--- src/rtl/i2c_cfg_pkg.sv ---
package i2c_cfg_pkg;

  // Receiver framing state
  typedef enum logic [1:0] {
    ST_IDLE = 2'd0,
    ST_ADDR = 2'd1,
    ST_DATA = 2'd2,
    ST_SKIP = 2'd3
  } rxState_t;

  // Strobes from control to datapath, valid for one cycle
  typedef struct packed {
    logic frameStart;  // START seen: clear byte index
    logic shiftEn;     // take sdaBit into the shift register
    logic byteEnd;     // this shift completes a byte
    logic addrByte;    // the completing byte is the address byte
  } rxStrobe_t;

  // The four gain patterns that select 5x2, 5x20, 25x2, 25x20
  function automatic logic gainLegal(input logic [3:0] code);
    case (code)
      4'b0101, 4'b0110, 4'b1001, 4'b1010: gainLegal = 1'b1;
      default:                            gainLegal = 1'b0;
    endcase
  endfunction

endpackage

--- src/rtl/i2c_cfg_ctl.sv ---
module i2c_cfg_ctl
  import i2c_cfg_pkg::*;
#(
  parameter int BYTE_W = 8
) (
  input  logic      clk,
  input  logic      rst,
  input  logic      sclIn,
  input  logic      sdaIn,
  input  logic      addrHit,
  output rxStrobe_t strb,
  output logic      sdaBit
);

  localparam int CNT_W = $clog2(BYTE_W + 1);
  localparam logic [CNT_W-1:0] LAST_BIT = CNT_W'(BYTE_W - 1);
  localparam logic [CNT_W-1:0] ACK_SLOT = CNT_W'(BYTE_W);

  logic sclQ, sclQQ, sdaQ, sdaQQ;
  logic startSeen, stopSeen, sclRise, inByte;
  rxState_t state;
  logic [CNT_W-1:0] bitCnt;

  // Two-deep sample history of both bus lines; idle bus is high
  always_ff @(posedge clk) begin
    if (rst) begin
      sclQ  <= 1'b1;
      sclQQ <= 1'b1;
      sdaQ  <= 1'b1;
      sdaQQ <= 1'b1;
    end else begin
      sclQ  <= sclIn;
      sclQQ <= sclQ;
      sdaQ  <= sdaIn;
      sdaQQ <= sdaQ;
    end
  end

  assign startSeen = sclQ & sclQQ &  sdaQQ & ~sdaQ;
  assign stopSeen  = sclQ & sclQQ & ~sdaQQ &  sdaQ;
  assign sclRise   = sclQ & ~sclQQ;
  assign inByte    = (state == ST_ADDR) || (state == ST_DATA);
  assign sdaBit    = sdaQ;

  always_comb begin
    strb            = '0;
    strb.frameStart = startSeen;
    strb.shiftEn    = inByte & sclRise & (bitCnt != ACK_SLOT);
    strb.byteEnd    = inByte & sclRise & (bitCnt == LAST_BIT);
    strb.addrByte   = (state == ST_ADDR);
  end

  always_ff @(posedge clk) begin
    if (rst) begin
      state  <= ST_IDLE;
      bitCnt <= '0;
    end else if (startSeen) begin
      state  <= ST_ADDR;
      bitCnt <= '0;
    end else if (stopSeen) begin
      state  <= ST_IDLE;
      bitCnt <= '0;
    end else if (inByte && sclRise) begin
      bitCnt <= (bitCnt == ACK_SLOT) ? '0 : bitCnt + 1'b1;
      if (bitCnt == LAST_BIT && state == ST_ADDR)
        state <= addrHit ? ST_DATA : ST_SKIP;
    end
  end

endmodule

--- src/rtl/i2c_cfg_dp.sv ---
module i2c_cfg_dp
  import i2c_cfg_pkg::*;
#(
  parameter int         NUM_CH   = 4,
  parameter int         BYTE_W   = 8,
  parameter logic [6:0] DEV_ADDR = 7'b0000100
) (
  input  logic                     clk,
  input  logic                     rst,
  input  rxStrobe_t                strb,
  input  logic                     sdaBit,
  output logic                     addrHit,
  output logic                     ackStrobe,
  output logic [NUM_CH*BYTE_W-1:0] offsetCode,
  output logic [NUM_CH*4-1:0]      gainSel,
  output logic [NUM_CH-1:0]        chanPwdN,
  output logic                     refPwdN,
  output logic [NUM_CH-1:0]        gainBad
);

  localparam int NUM_REG = 2 * NUM_CH + 1;
  localparam int IDX_W   = $clog2(NUM_REG + 1);
  localparam logic [IDX_W-1:0] REF_IDX = IDX_W'(2 * NUM_CH);
  localparam logic [IDX_W-1:0] END_IDX = IDX_W'(NUM_REG);

  logic [BYTE_W-1:0] shiftReg, nextByte;
  logic [IDX_W-1:0]  byteIdx;
  logic              dataTake;

  assign nextByte = {shiftReg[BYTE_W-2:0], sdaBit};
  assign addrHit  = (nextByte == BYTE_W'({DEV_ADDR, 1'b0}));
  assign dataTake = strb.byteEnd & ~strb.addrByte & (byteIdx < END_IDX);

  always_ff @(posedge clk) begin
    if (rst) shiftReg <= '0;
    else if (strb.shiftEn) shiftReg <= nextByte;
  end

  always_ff @(posedge clk) begin
    if (rst) begin
      byteIdx   <= '0;
      ackStrobe <= 1'b0;
    end else begin
      ackStrobe <= (strb.byteEnd & strb.addrByte & addrHit) | dataTake;
      if (strb.frameStart)  byteIdx <= '0;
      else if (dataTake)    byteIdx <= byteIdx + 1'b1;
    end
  end

  // One offset and one control slot per channel
  for (genvar ch = 0; ch < NUM_CH; ch++) begin : g_chan
    localparam logic [IDX_W-1:0] OFF_IDX = IDX_W'(2 * ch);
    localparam logic [IDX_W-1:0] CTL_IDX = IDX_W'(2 * ch + 1);
    logic [BYTE_W-1:0] offReg;
    logic [3:0]        gainReg;
    logic              enReg;

    always_ff @(posedge clk) begin
      if (rst) begin
        offReg  <= '0;
        gainReg <= '0;
        enReg   <= 1'b0;
      end else if (dataTake) begin
        if (byteIdx == OFF_IDX) offReg <= nextByte;
        if (byteIdx == CTL_IDX) begin
          gainReg <= nextByte[3:0];
          enReg   <= nextByte[BYTE_W-1];
        end
      end
    end

    assign offsetCode[ch*BYTE_W +: BYTE_W] = offReg;
    assign gainSel[ch*4 +: 4]              = gainReg;
    assign chanPwdN[ch]                    = enReg;
    assign gainBad[ch]                     = ~gainLegal(gainReg);
  end

  always_ff @(posedge clk) begin
    if (rst) refPwdN <= 1'b0;
    else if (dataTake && byteIdx == REF_IDX) refPwdN <= nextByte[0];
  end

endmodule

--- src/rtl/i2c_wr_cfg_bank.sv ---
module i2c_wr_cfg_bank
  import i2c_cfg_pkg::*;
#(
  parameter int         NUM_CH   = 4,
  parameter int         BYTE_W   = 8,
  parameter logic [6:0] DEV_ADDR = 7'b0000100
) (
  input  logic                     clk,
  input  logic                     rst,
  input  logic                     sclIn,
  input  logic                     sdaIn,
  output logic                     ackStrobe,
  output logic [NUM_CH*BYTE_W-1:0] offsetCode,
  output logic [NUM_CH*4-1:0]      gainSel,
  output logic [NUM_CH-1:0]        chanPwdN,
  output logic                     refPwdN,
  output logic [NUM_CH-1:0]        gainBad
);

  rxStrobe_t strb;
  logic      sdaBit, addrHit;

  i2c_cfg_ctl #(.BYTE_W(BYTE_W)) u_ctl (
    .clk(clk), .rst(rst), .sclIn(sclIn), .sdaIn(sdaIn),
    .addrHit(addrHit), .strb(strb), .sdaBit(sdaBit)
  );

  i2c_cfg_dp #(.NUM_CH(NUM_CH), .BYTE_W(BYTE_W), .DEV_ADDR(DEV_ADDR)) u_dp (
    .clk(clk), .rst(rst), .strb(strb), .sdaBit(sdaBit),
    .addrHit(addrHit), .ackStrobe(ackStrobe), .offsetCode(offsetCode),
    .gainSel(gainSel), .chanPwdN(chanPwdN), .refPwdN(refPwdN),
    .gainBad(gainBad)
  );

endmodule

--- config.mk ---
export PLATFORM = sky130hd
export DESIGN_NAME = i2c_wr_cfg_bank
export DESIGN_NICKNAME = d
export VERILOG_FILES = /design/src/rtl/i2c_cfg_pkg.sv /design/src/rtl/i2c_cfg_ctl.sv /design/src/rtl/i2c_cfg_dp.sv /design/src/rtl/i2c_wr_cfg_bank.sv
export SDC_FILE = /design/constraint.sdc
export NUM_CORES = 1
export LEC_CHECK = 0
export BUFFER_PORTS_ARGS = -buffer_cell sky130_fd_sc_hd__buf_2
export CAP_MARGIN = 20
export CORE_ASPECT_RATIO = 0.75
export CORE_UTILIZATION = 50
export DETAILED_ROUTE_END_ITERATION = 6
export GPL_TIMING_DRIVEN = 0
export PLACE_DENSITY = 0.82
export SETUP_SLACK_MARGIN = 0.4
export SLEW_MARGIN = 20
export SYNTH_ARGS = -nofsm -noshare
export SYNTH_HDL_FRONTEND = slang
export SYNTH_SLANG_ARGS = --single-unit
--- constraint.sdc ---
create_clock -name clk -period 2.48 [get_ports clk]
set_clock_uncertainty 0.05 [all_clocks]
set_input_delay 0.496 -clock clk [delete_from_list [all_inputs] [get_ports clk]]
set_output_delay 0.496 -clock clk [all_outputs]
set_load 0.1 [all_outputs]
==> key figures, run 1 <==
Timing
  • Final min period: 2.13 ns
  • Final Hold Fails: 0
  • Final setup vio count: 0
  • RSZ-0062 raised after global routing: yes
  • Final slew viol count: 0
  • Period utilisation layout: 0.858
  • Final setup margin: ~0.35 ns
  • Rel. slew slack: 0.558
  • Hold_ws: between 0.2 and 0.3 ns
  • Least-Margin Pin Slew: approximately 0.66 ns
  • Fmax: approximately 470 MHz
  • Setup_tns: 0 ns

Logic synthesis
  • Syn Inst Count: around 320
  • Post-synthesis sequential area ratio: 0.469
  • Yosys reg bits: between 70 and 80
  • Ys Warns: 0
  • Top_reg_cell synth: dfxtp_1
  • Asr flop ratio synth: 0
  • Fraction of synthesized area in multiplexers: 0.169
  • Syn_nets: about 330
  • Syn_area_per_cell: ~9.9 um^2
  • Post-Syn Area: roughly 3200 um^2
  • Post-synthesis xor/xnor area fraction: 0.0274
  • Number of flops mapped to enable cells by yosys: 0
  • Compound-gate portion of the synthesized area: 0.0508
  • Combinational family with the most area after synthesis: simple AND/OR/NAND/NOR gates
  • Adder-Cell Fraction of Synth Area: 0.0274
  • Post-Synth Simple-Gate Area: 0.215
  • Netlist cell types: 35

Critical path
  • WP data required: between 2 and 3 ns
  • Buffers & Inverters on Critical Path: 3
  • Crit-path cells: inv_2 > ha_4 > or3b_4 > buf_12 > nor4_4 > buf_4 > mux2i_1 > nor2_1
  • CP Launch Type: flop
  • Slowest CP cell: or3b_4
  • Worst Setup SP: u_ctl.state[1]$_SDFFE_PP0P_
  • FF-to-FF Start: u_ctl.state[1]$_SDFFE_PP0P_
  • WP data arrival: roughly 2.3 ns
  • Critical path destination: u_dp.g_chan[3].offReg[5]$_SDFFE_PP0P_
  • Crit. End Element: flop
  • Worst reg2reg path depth: 8
  • Critical R2R Capture: u_dp.g_chan[3].offReg[5]$_SDFFE_PP0P_
  • R2R Setup Slk: ~0.35 ns
  • Critical path depth: 8
  • CP delay by family, top: simple AND/OR/NAND/NOR gates
  • Largest stage delay on the critical path: between 0.4 and 0.5 ns
  • Worst Path Class, Setup: flop to flop
  • Largest fanout on the critical path: 5

Clock network
  • Clock Tree Buf Depth: 2
  • Worst-Skew Late Latency: 0.36 ns
  • Max H-tree Level: 3
  • Clock transition at the registers of the reported paths: roughly 0.080 ns
  • CTS Buf Count: 9
  • CTS tree: done
  • Root Buffer: clkbuf_8
  • CTS Hold Buffers Added: 0
  • Clk sinks: 75

Route
  • Routed wire length per instance: ~15 um
  • Post-route ant nets: 0
  • Via Count: approximately 2600
  • Routed WL: 7510 um
  • Drc violations: 0
  • Vias per inst: roughly 5.3
  • Drt pass-1 iters: 4
  • Initial drt markers: 115

Die
  • Die span in x: roughly 94 um
  • DIE AREA: about 6700 um^2
  • Chip height: approximately 71 um
  • Initial Utilization: 0.533
  • I/O pin count: 62
  • Rows: 24
  • Core area: about 6000 um^2

Worst hold path
  • Hold WC Path Type: primary input to flop
  • Min-delay src: sclIn

Finish
  • Multi-input logic area: between 1500 and 2000 um^2
  • FF+latch area: 1520 um^2
  • Commonest non-fill, non-tap cell in the layout: buf_2
  • Design area: 4100 um^2
  • Synthesis-to-finish area growth: 28.0%
  • Fin nets: approximately 420
  • Share of cells above drive strength 1: 0.346
  • Fillers: ~480
  • Antenna Cells: 0
  • Commonest non-fill, non-tap cells in the layout: buf_2, nor2_1, dfxtp_1

GRT
  • Antenna violations before repair: 0
  • Largest net degree at the start of global routing: 14
  • Total global routing overflow: 0
  • Global router's overall resource usage: 0.235
  • Vias in the first global route: between 2000 and 2500
  • First-pass GRT wire length: roughly 12000 um

Pwr
  • Overall Power: between 2 and 2.5 mW
  • Power density over the cells: between 500 and 600 nW/um^2
  • Leak: ~1.7 nW
  • VDD IR max: approximately 0.36 mV

Placed design
  • Port buffer count: 61
  • Post-Place Worst Slack: 0.121 ns
  • Post-DP Area: 3640 um^2
  • Placer Congestion: roughly 0.8
  • Hpwl dp: 4830 um

Job
  • Max-cap violations: 0

Run status
  • Run status: finished, final reports clean
-- cell families (layout without fill, tap and decap cells) --
| logic type | count (synthesis) | after routing |
|---|---|---|
| xor+xnor | 10 | 10 |
| flops | 75 | 75 |
| buf+inv | 28 | 119 |
| simple gates | 123 | 123 |
| fa+ha+maj | 7 | 7 |
| compound gates | 25 | 25 |
| mux | 54 | 54 |
-- cell usage after synthesis (2+ instances only) --
library cell	n	share of area
ha_1	7	0.027
o21ai_0	2	0.0031
a31oi_1	2	0.0039
nand3_1	9	0.014
nand2_1	18	0.021
a21oi_1	13	0.020
mux2i_1	54	0.17
nor4_1	3	0.0059
or2_2	5	0.0098
nand2b_1	8	0.016
buf_4	5	0.012
inv_1	6	0.0070
dfxtp_1	75	0.47
clkbuf_1	16	0.019
nor4_4	8	0.053
nor2_1	60	0.070
xnor2_1	2	0.0055
nor3_1	5	0.0078
xor2_1	8	0.022
-- state kept, by name, summed over array words and instances, names as in the netlist, 2 cells and up --
name,cells
u_dp.g_chan.offReg,32
u_dp.g_chan.gainReg,16
u_dp.shiftReg,7
u_ctl.bitCnt,4
u_dp.byteIdx,4
u_dp.g_chan.enReg,4
u_ctl.state,2
-- cell type report --
class	instances	area share
clock inverters	6	0.0104
clock buffers	10	0.0312
inverters	6	0.00550
flip-flops and latches	75	0.372
plain buffers	22	0.0321
well taps	78	0.0238
multi-input cells	219	0.407
repair buffers	75	0.118
-- power by group --
group / switching [mW] / total, mW / internal [mW]
sequential: 0.00602 / 1.21 / 1.21
clock: 0.463 / 0.825 / 0.362
combinational: 0.0480 / 0.0740 / 0.0260
total: 0.517 / 2.11 / 1.60
-- stage by stage --
stage               std cells  utilization
global route              491        0.682
detailed placement        461        0.606
finish                    491        0.682
floorplan                 322            -
CTS                       488        0.669
global placement          461        0.606
-- worst reg2reg max path: stages (launching register included) --
cell     delay (ns)
dfxtp_2        0.34
inv_2          0.04
ha_4           0.21
or3b_4         0.43
buf_12         0.17
nor4_4         0.31
buf_4          0.20
mux2i_1        0.20
nor2_1         0.05
-- per-layer routing --
layer	vias to the layer above	global-route usage	part of all wire
met4	0	0.0684	0.021
met3	18	0.0754	0.059
met5	-	0	0
met2	77	0.375	0.47
met1	1236	0.305	0.45
li1	1261	-	-
-- timing repair --
action,4_1_cts,5_1_grt
gates resized for setup,11,15
setup endpoints to repair,55,55
buffers inserted,10,3
gates cloned,1,0
pin swaps,12,21
-- worst min path at each step --
stage / slack [ns] / cells after the start / endpoint
floorplan: 0.38 / 2 / u_ctl.state[1]$_SDFFE_PP0P_
global placement: 0.40 / 2 / u_ctl.state[1]$_SDFFE_PP0P_
detailed placement: 0.41 / 2 / u_ctl.state[1]$_SDFFE_PP0P_
CTS: 0.26 / 2 / u_ctl.sdaBit$_SDFF_PP1_
global route: 0.26 / 2 / u_ctl.sclQ$_SDFF_PP1_
finish: 0.27 / 2 / u_ctl.sclQ$_SDFF_PP1_
Power figures use the tool's default switching activity.
==> run 2: changes to the inputs <==
==> constraint.sdc (replaced) <==
create_clock -name clk -period 2.48 [get_ports clk]
set_clock_uncertainty 0.05 [all_clocks]
set_input_delay 0.248 -clock clk [delete_from_list [all_inputs] [get_ports clk]]
set_output_delay 0.248 -clock clk [all_outputs]
set_load 0.1 [all_outputs]
==> run 2 against run 1 <==
  * Critical path depth stayed put
  * Final area is 0.34% higher
  * Non-clock buffer count stayed put
  * Core utilization is 0.23 points higher
  * First-iteration DRC count is 23% higher
  * Clock power is 0.7% higher
  * Wire length is 0.60% lower
  * Register-to-register slack better by 0.02 ns
  * Sequential share of layout area is 0.25 points lower
  * Hold slack worse by 0.24 ns
  * Count of clock-buffer cells in the layout is 3 higher
  * Die area stayed put
==> key figures, run 2 (same netlist as run 1, synthesis figures left out) <==
Timing
  • Setup_tns: 0 ns
  • Final slew viol count: 0
  • Least-Margin Pin Slew: approximately 0.61 ns
  • Period utilisation layout: 0.848
  • RSZ-0062 raised after global routing: yes
  • Fmax: between 400 and 500 MHz
  • Final setup margin: roughly 0.38 ns
  • Final min period: 2.10 ns
  • Rel. slew slack: 0.594
  • Final setup vio count: 0
  • Final Hold Fails: 0

Job
  • Max-cap violations: 0

GRT
  • Largest net degree at the start of global routing: 13
  • Global router's overall resource usage: 0.237
  • Most used routing layer: met2
  • Met1 GRT Util: 0.308
  • Met3 global-route usage: 0.0690
  • Vias in the first global route: ~2500
  • Antenna violations before repair: 0
  • Total global routing overflow: 0
  • M2 GR Usage: 0.382
  • First-pass GRT wire length: 12000 um

Placed design
  • Post-Place Worst Slack: roughly 0.15 ns
  • Hpwl dp: about 4900 um
  • Port buffer count: 61
  • Placer Congestion: about 0.81

Clock network
  • Clock transition at the registers of the reported paths: roughly 0.08 ns
  • CTS Hold Buffers Added: 0
  • CTS tree: done
  • Max H-tree Level: 3
  • CTS Buf Count: 9
  • Clk sinks: 75
  • Clock Tree Buf Depth: 2
  • Worst-Skew Late Latency: 0.35 ns
  • Root Buffer: clkbuf_8

Finish
  • Most flop-heavy register: u_dp.g_chan.offReg
  • Fillers: roughly 440
  • Multi-input logic area: 1650 um^2
  • Flip-flop count of the largest register after layout: 32
  • FF+latch area: 1520 um^2
  • Antenna Cells: 0
  • Fin nets: between 400 and 500
  • Commonest non-fill, non-tap cells in the layout: buf_2, dfxtp_1, nor2_1
  • Synthesis-to-finish area growth: 28.4%
  • Registers with the most flip-flops: u_dp.g_chan.offReg: 32 flops, u_dp.g_chan.gainReg: 16 flops, u_dp.shiftReg: 7 flops
  • Share of cells above drive strength 1: 0.329

Route
  • Initial drt markers: 142
  • Drc violations: 0
  • Post-route ant nets: 0
  • Vias per inst: roughly 5.3
  • Routed wire length per instance: 15.2 um
  • Drt pass-1 iters: 4
  • Routed WL: 7470 um
  • Via Count: approximately 2600

Pwr
  • Leak: between 1.5 and 2 nW
  • Power density over the cells: ~520 nW/um^2
  • VDD IR max: around 0.37 mV
  • Overall Power: about 2.1 mW

Critical path
  • CP Launch Type: flop
  • Worst Path Class, Setup: flop to flop
  • Largest fanout on the critical path: 8
  • WP data required: approximately 2.7 ns
  • Crit. End Element: flop
  • WP data arrival: about 2.3 ns

Die
  • Die span in x: roughly 94 um
  • Rows: 24
  • Initial Utilization: 0.533
  • Core area: about 6000 um^2
  • DIE AREA: just under 7000 um^2
  • I/O pin count: between 60 and 70
  • Chip height: just over 70 um

Worst hold path
  • Hold WC Path Type: primary input to flop

Run status
  • Run status: finished, final reports clean
-- run 2: cell types whose count changed in the layout (fill, tap and decap cells not counted), sizes merged --
cell,delta
clkbuf,+3
clkinv,-3
-- run 2: worst max-delay path: stages, from the launching register on --
cell	delay, ns
dfxtp_2	0.33
inv_2	0.04
ha_4	0.21
or3b_4	0.42
buf_16	0.16
nor4_4	0.33
buf_12	0.18
mux2i_2	0.20
nor2_1	0.05
-- run 2: through the flow --
step	area, um^2	util	instances	hold WS (ns)
floorplan	3230	-	322	0.302
global placement	3630	0.605	461	0.381
detailed placement	3630	0.605	461	0.383
CTS	4020	0.669	488	0.0180
global route	4110	0.684	491	0.0283
finish	4110	0.684	491	0.0278
-- run 2: repair_timing --
action,in CTS,in global routing
setup buffers,10,3
cloned,1,0
gates resized for setup,14,13
pin swaps,15,10
endpoints found under the setup margin,54,55
-- run 2: layout make-up --
class,instances,share of cell area
plain buffers,22,0.0347
inverters,6,0.00548
clock inverters,3,0.00579
flip-flops and latches,75,0.370
multi-input cells,219,0.402
well taps,78,0.0238
clock buffers,13,0.0362
repair buffers,75,0.122
-- run 2: report_power, final --
group,internal [mW],switching [mW]
registers,1.21,0.00585
clock network,0.394,0.437
logic,0.0267,0.0480
-- run 2: metal layers --
metal  wire (um)  vias up
li1            -     1272
met5           0        -
met1        3410     1227
met3         359       14
met4         133        0
met2        3570       66
-- run 2: final timing paths --
| check | startpoint | endpoint | slack [ns] | cells after the start |
|---|---|---|---|---|
| hold / removal | sclIn | u_ctl.sclQ$_SDFF_PP1_ | 0.03 | 2 |
| setup reg to reg | u_ctl.state[1]$_SDFFE_PP0P_ | u_dp.g_chan[0].offReg[5]$_SDFFE_PP0P_ | 0.38 | 8 |
| setup / recovery | u_ctl.state[1]$_SDFFE_PP0P_ | u_dp.g_chan[0].offReg[5]$_SDFFE_PP0P_ | 0.38 | 8 |
| hold reg to reg | u_ctl.state[1]$_SDFFE_PP0P_ | u_ctl.state[1]$_SDFFE_PP0P_ | 0.42 | 2 |
==> run 3: changes to the inputs <==
CORE_UTILIZATION = 49   (was 50)
PLACE_DENSITY = 0.84   (was 0.82)
clock period = 1.8 ns   (was 2.48 ns; I/O delays follow)
==> run 3 against run 2 <==
  * The flow now finishes with violations (setup timing)
  * Non-clock buffer count up 16
  * Critical path depth stayed put
  * First-iteration DRC count increased by 100%
  * Largest cell class unchanged
  * Hold slack better by 0.061 ns
  * Die area rose by 2.0%
  * Register-to-register slack got worse by 0.70 ns
  * Largest power group unchanged
==> key figures, run 3 (same netlist as run 1, synthesis figures left out) <==
Clock network
  • CTS Buf Count: 9
  • CTS tree: done
  • Clock Tree Buf Depth: 2
  • Clock transition at the registers of the reported paths: 0.08 ns
  • Clk sinks: 75
  • Root Buffer: clkbuf_8
  • Worst-Skew Late Latency: about 0.35 ns
  • Max H-tree Level: 3

Die
  • I/O pin count: 62
  • Initial Utilization: 0.507
  • Die span in x: between 90 and 100 um
  • Rows: 25
  • DIE AREA: ~6900 um^2
  • Chip height: between 70 and 80 um
  • Core area: roughly 6300 um^2

Route
  • Routed wire length per instance: about 19 um
  • Met3 wire len: slightly below 600 um
  • Top layer in use: met4
  • Routed metal-1 wirelength: roughly 4000 um
  • Metal2 WL: ~4800 um
  • Initial drt markers: about 290
  • Routed WL: between 9000 and 10000 um
  • Drt pass-1 iters: 4
  • Via Count: about 2900
  • Drc violations: 0
  • Vias per inst: between 5 and 6
  • Post-route ant nets: 0

Finish
  • Commonest non-fill, non-tap cells in the layout: nor2_1, dfxtp_1, mux2i_1
  • Fillers: approximately 400
  • Registers with the most flip-flops: u_dp.g_chan.offReg: 32 flops, u_dp.g_chan.gainReg: 16 flops, u_dp.shiftReg: 7 flops
  • Most flop-heavy register: u_dp.g_chan.offReg
  • FF+latch area: 1550 um^2
  • Commonest non-fill, non-tap cell in the layout: nor2_1
  • Flip-flop count of the largest register after layout: 32
  • Fin nets: ~440
  • Design area: 4700 um^2
  • Antenna Cells: 0
  • Share of cells above drive strength 1: 0.456
  • Util after Layout: 0.744
  • Synthesis-to-finish area growth: 46.8%
  • Non-filler cells, final: approximately 510
  • Multi-input logic area: about 1900 um^2

Placed design
  • Post-Place Worst Slack: -0.624 ns
  • Hpwl dp: roughly 5100 um
  • Post-DP Area: about 3700 um^2
  • Placed insts: around 460
  • Port buffer count: 61
  • Placer Congestion: between 0.7 and 0.8

Pwr
  • Power density over the cells: roughly 670 nW/um^2
  • VDD IR max: about 0.53 mV
  • Overall Power: around 3.2 mW
  • Switching Fraction: 0.218
  • Cell internal pwr: 2.47 mW
  • Leak: ~1.9 nW
  • Seq pwr share: 0.526
  • Logic pwr share: 0.041
  • P_sw: between 0.6 and 0.7 mW
  • Clk network pwr share: 0.433

Timing
  • Period utilisation layout: 1.18
  • Final setup vio count: 62
  • Final min period: approximately 2.1 ns
  • Hold_ws: approximately 0.09 ns
  • Final slew viol count: 0
  • Final Hold Fails: 0
  • Least-Margin Pin Slew: between 0.7 and 0.8 ns
  • Setup_tns: -12.93 ns
  • RSZ-0062 raised after global routing: yes
  • Rel. slew slack: 0.532
  • Final setup margin: -0.323 ns
  • Fmax: about 470 MHz

Job
  • Max-cap violations: 0

GRT
  • First-pass GRT wire length: 13600 um
  • Antenna violations before repair: 0
  • Total global routing overflow: 0
  • Vias in the first global route: roughly 2700
  • Global router's overall resource usage: 0.264
  • Largest net degree at the start of global routing: 13

Worst hold path
  • Hold WC Path Type: primary input to flop

Critical path
  • WP data arrival: between 2 and 2.5 ns
  • Worst Path Class, Setup: flop to flop
  • Crit. End Element: flop
  • Largest fanout on the critical path: 6
  • CP Launch Type: flop
  • WP data required: slightly below 2 ns

Run status
  • Violated checks: setup timing
  • Run status: finished, violations left
==> run 3: changes by cell type in the layout (fill, tap and decap cells not counted), moves of 8 or more <==
cell | before | now
nand2_1 | 18 | 10
dfxtp_4 | 0 | 9
xor2_1 | 8 | 0
buf_4 | 7 | 23
buf_2 | 61 | 31
clkbuf_4 | 0 | 20
==> run 3: final timing paths <==
kind,from,slack [ns],depth (start not counted),end
min reg2reg,u_dp.g_chan[2].offReg[0]$_SDFFE_PP0P_,0.44,2,u_dp.g_chan[2].offReg[0]$_SDFFE_PP0P_
max reg2reg,u_ctl.state[1]$_SDFFE_PP0P_,-0.32,8,u_ctl.state[0]$_SDFFE_PP0P_
max,u_ctl.state[1]$_SDFFE_PP0P_,-0.32,8,u_ctl.state[0]$_SDFFE_PP0P_
min,rst,0.09,2,u_ctl.sdaQQ$_SDFF_PP1_
==> run 3: worst max-delay path, stage by stage, from the launching register on <==
cell and delay, ns:
dfxtp_2 0.35, inv_2 0.05, ha_4 0.22, or3b_4 0.44
buf_12 0.17, clkbuf_16 0.16, o31a_1 0.30, a21oi_2 0.15
o32ai_1 0.10
==> run 3: metal layers <==
layer | GRT usage | up-vias
met5 | 0 | -
met4 | 0.0589 | 0
met3 | 0.0849 | 21
met2 | 0.448 | 118
met1 | 0.327 | 1426
li1 | - | 1298
==> run 3: what timing repair did <==
action	4_1_cts	5_1_grt
pin swaps	13	47
setup buffers	15	12
setup endpoints to repair	79	94
endpoints found under the hold margin	2	0
gates resized for setup	44	87
hold buffers	2	0
cloned	1	0
==> run 3: layout make-up <==
| type | instances | share of cell area |
|---|---|---|
| clock inverters | 5 | 0.0168 |
| multi-input cells | 219 | 0.408 |
| clock buffers | 10 | 0.0272 |
| inverters | 6 | 0.00479 |
| well taps | 81 | 0.0216 |
| flip-flops and latches | 75 | 0.329 |
| repair buffers | 91 | 0.160 |
| plain buffers | 22 | 0.0325 |
==> run 3: power by group through the flow <==
stage	Clock (mW)	Combinational (mW)	Sequential, mW
2_1_floorplan	0	0.0629	1.71
3_3_place_gp	0	0.0858	1.71
3_5_place_dp	0	0.0889	1.71
4_1_cts	1.37	0.102	1.67
5_1_grt	1.47	0.137	1.66
6_report	1.37	0.129	1.66
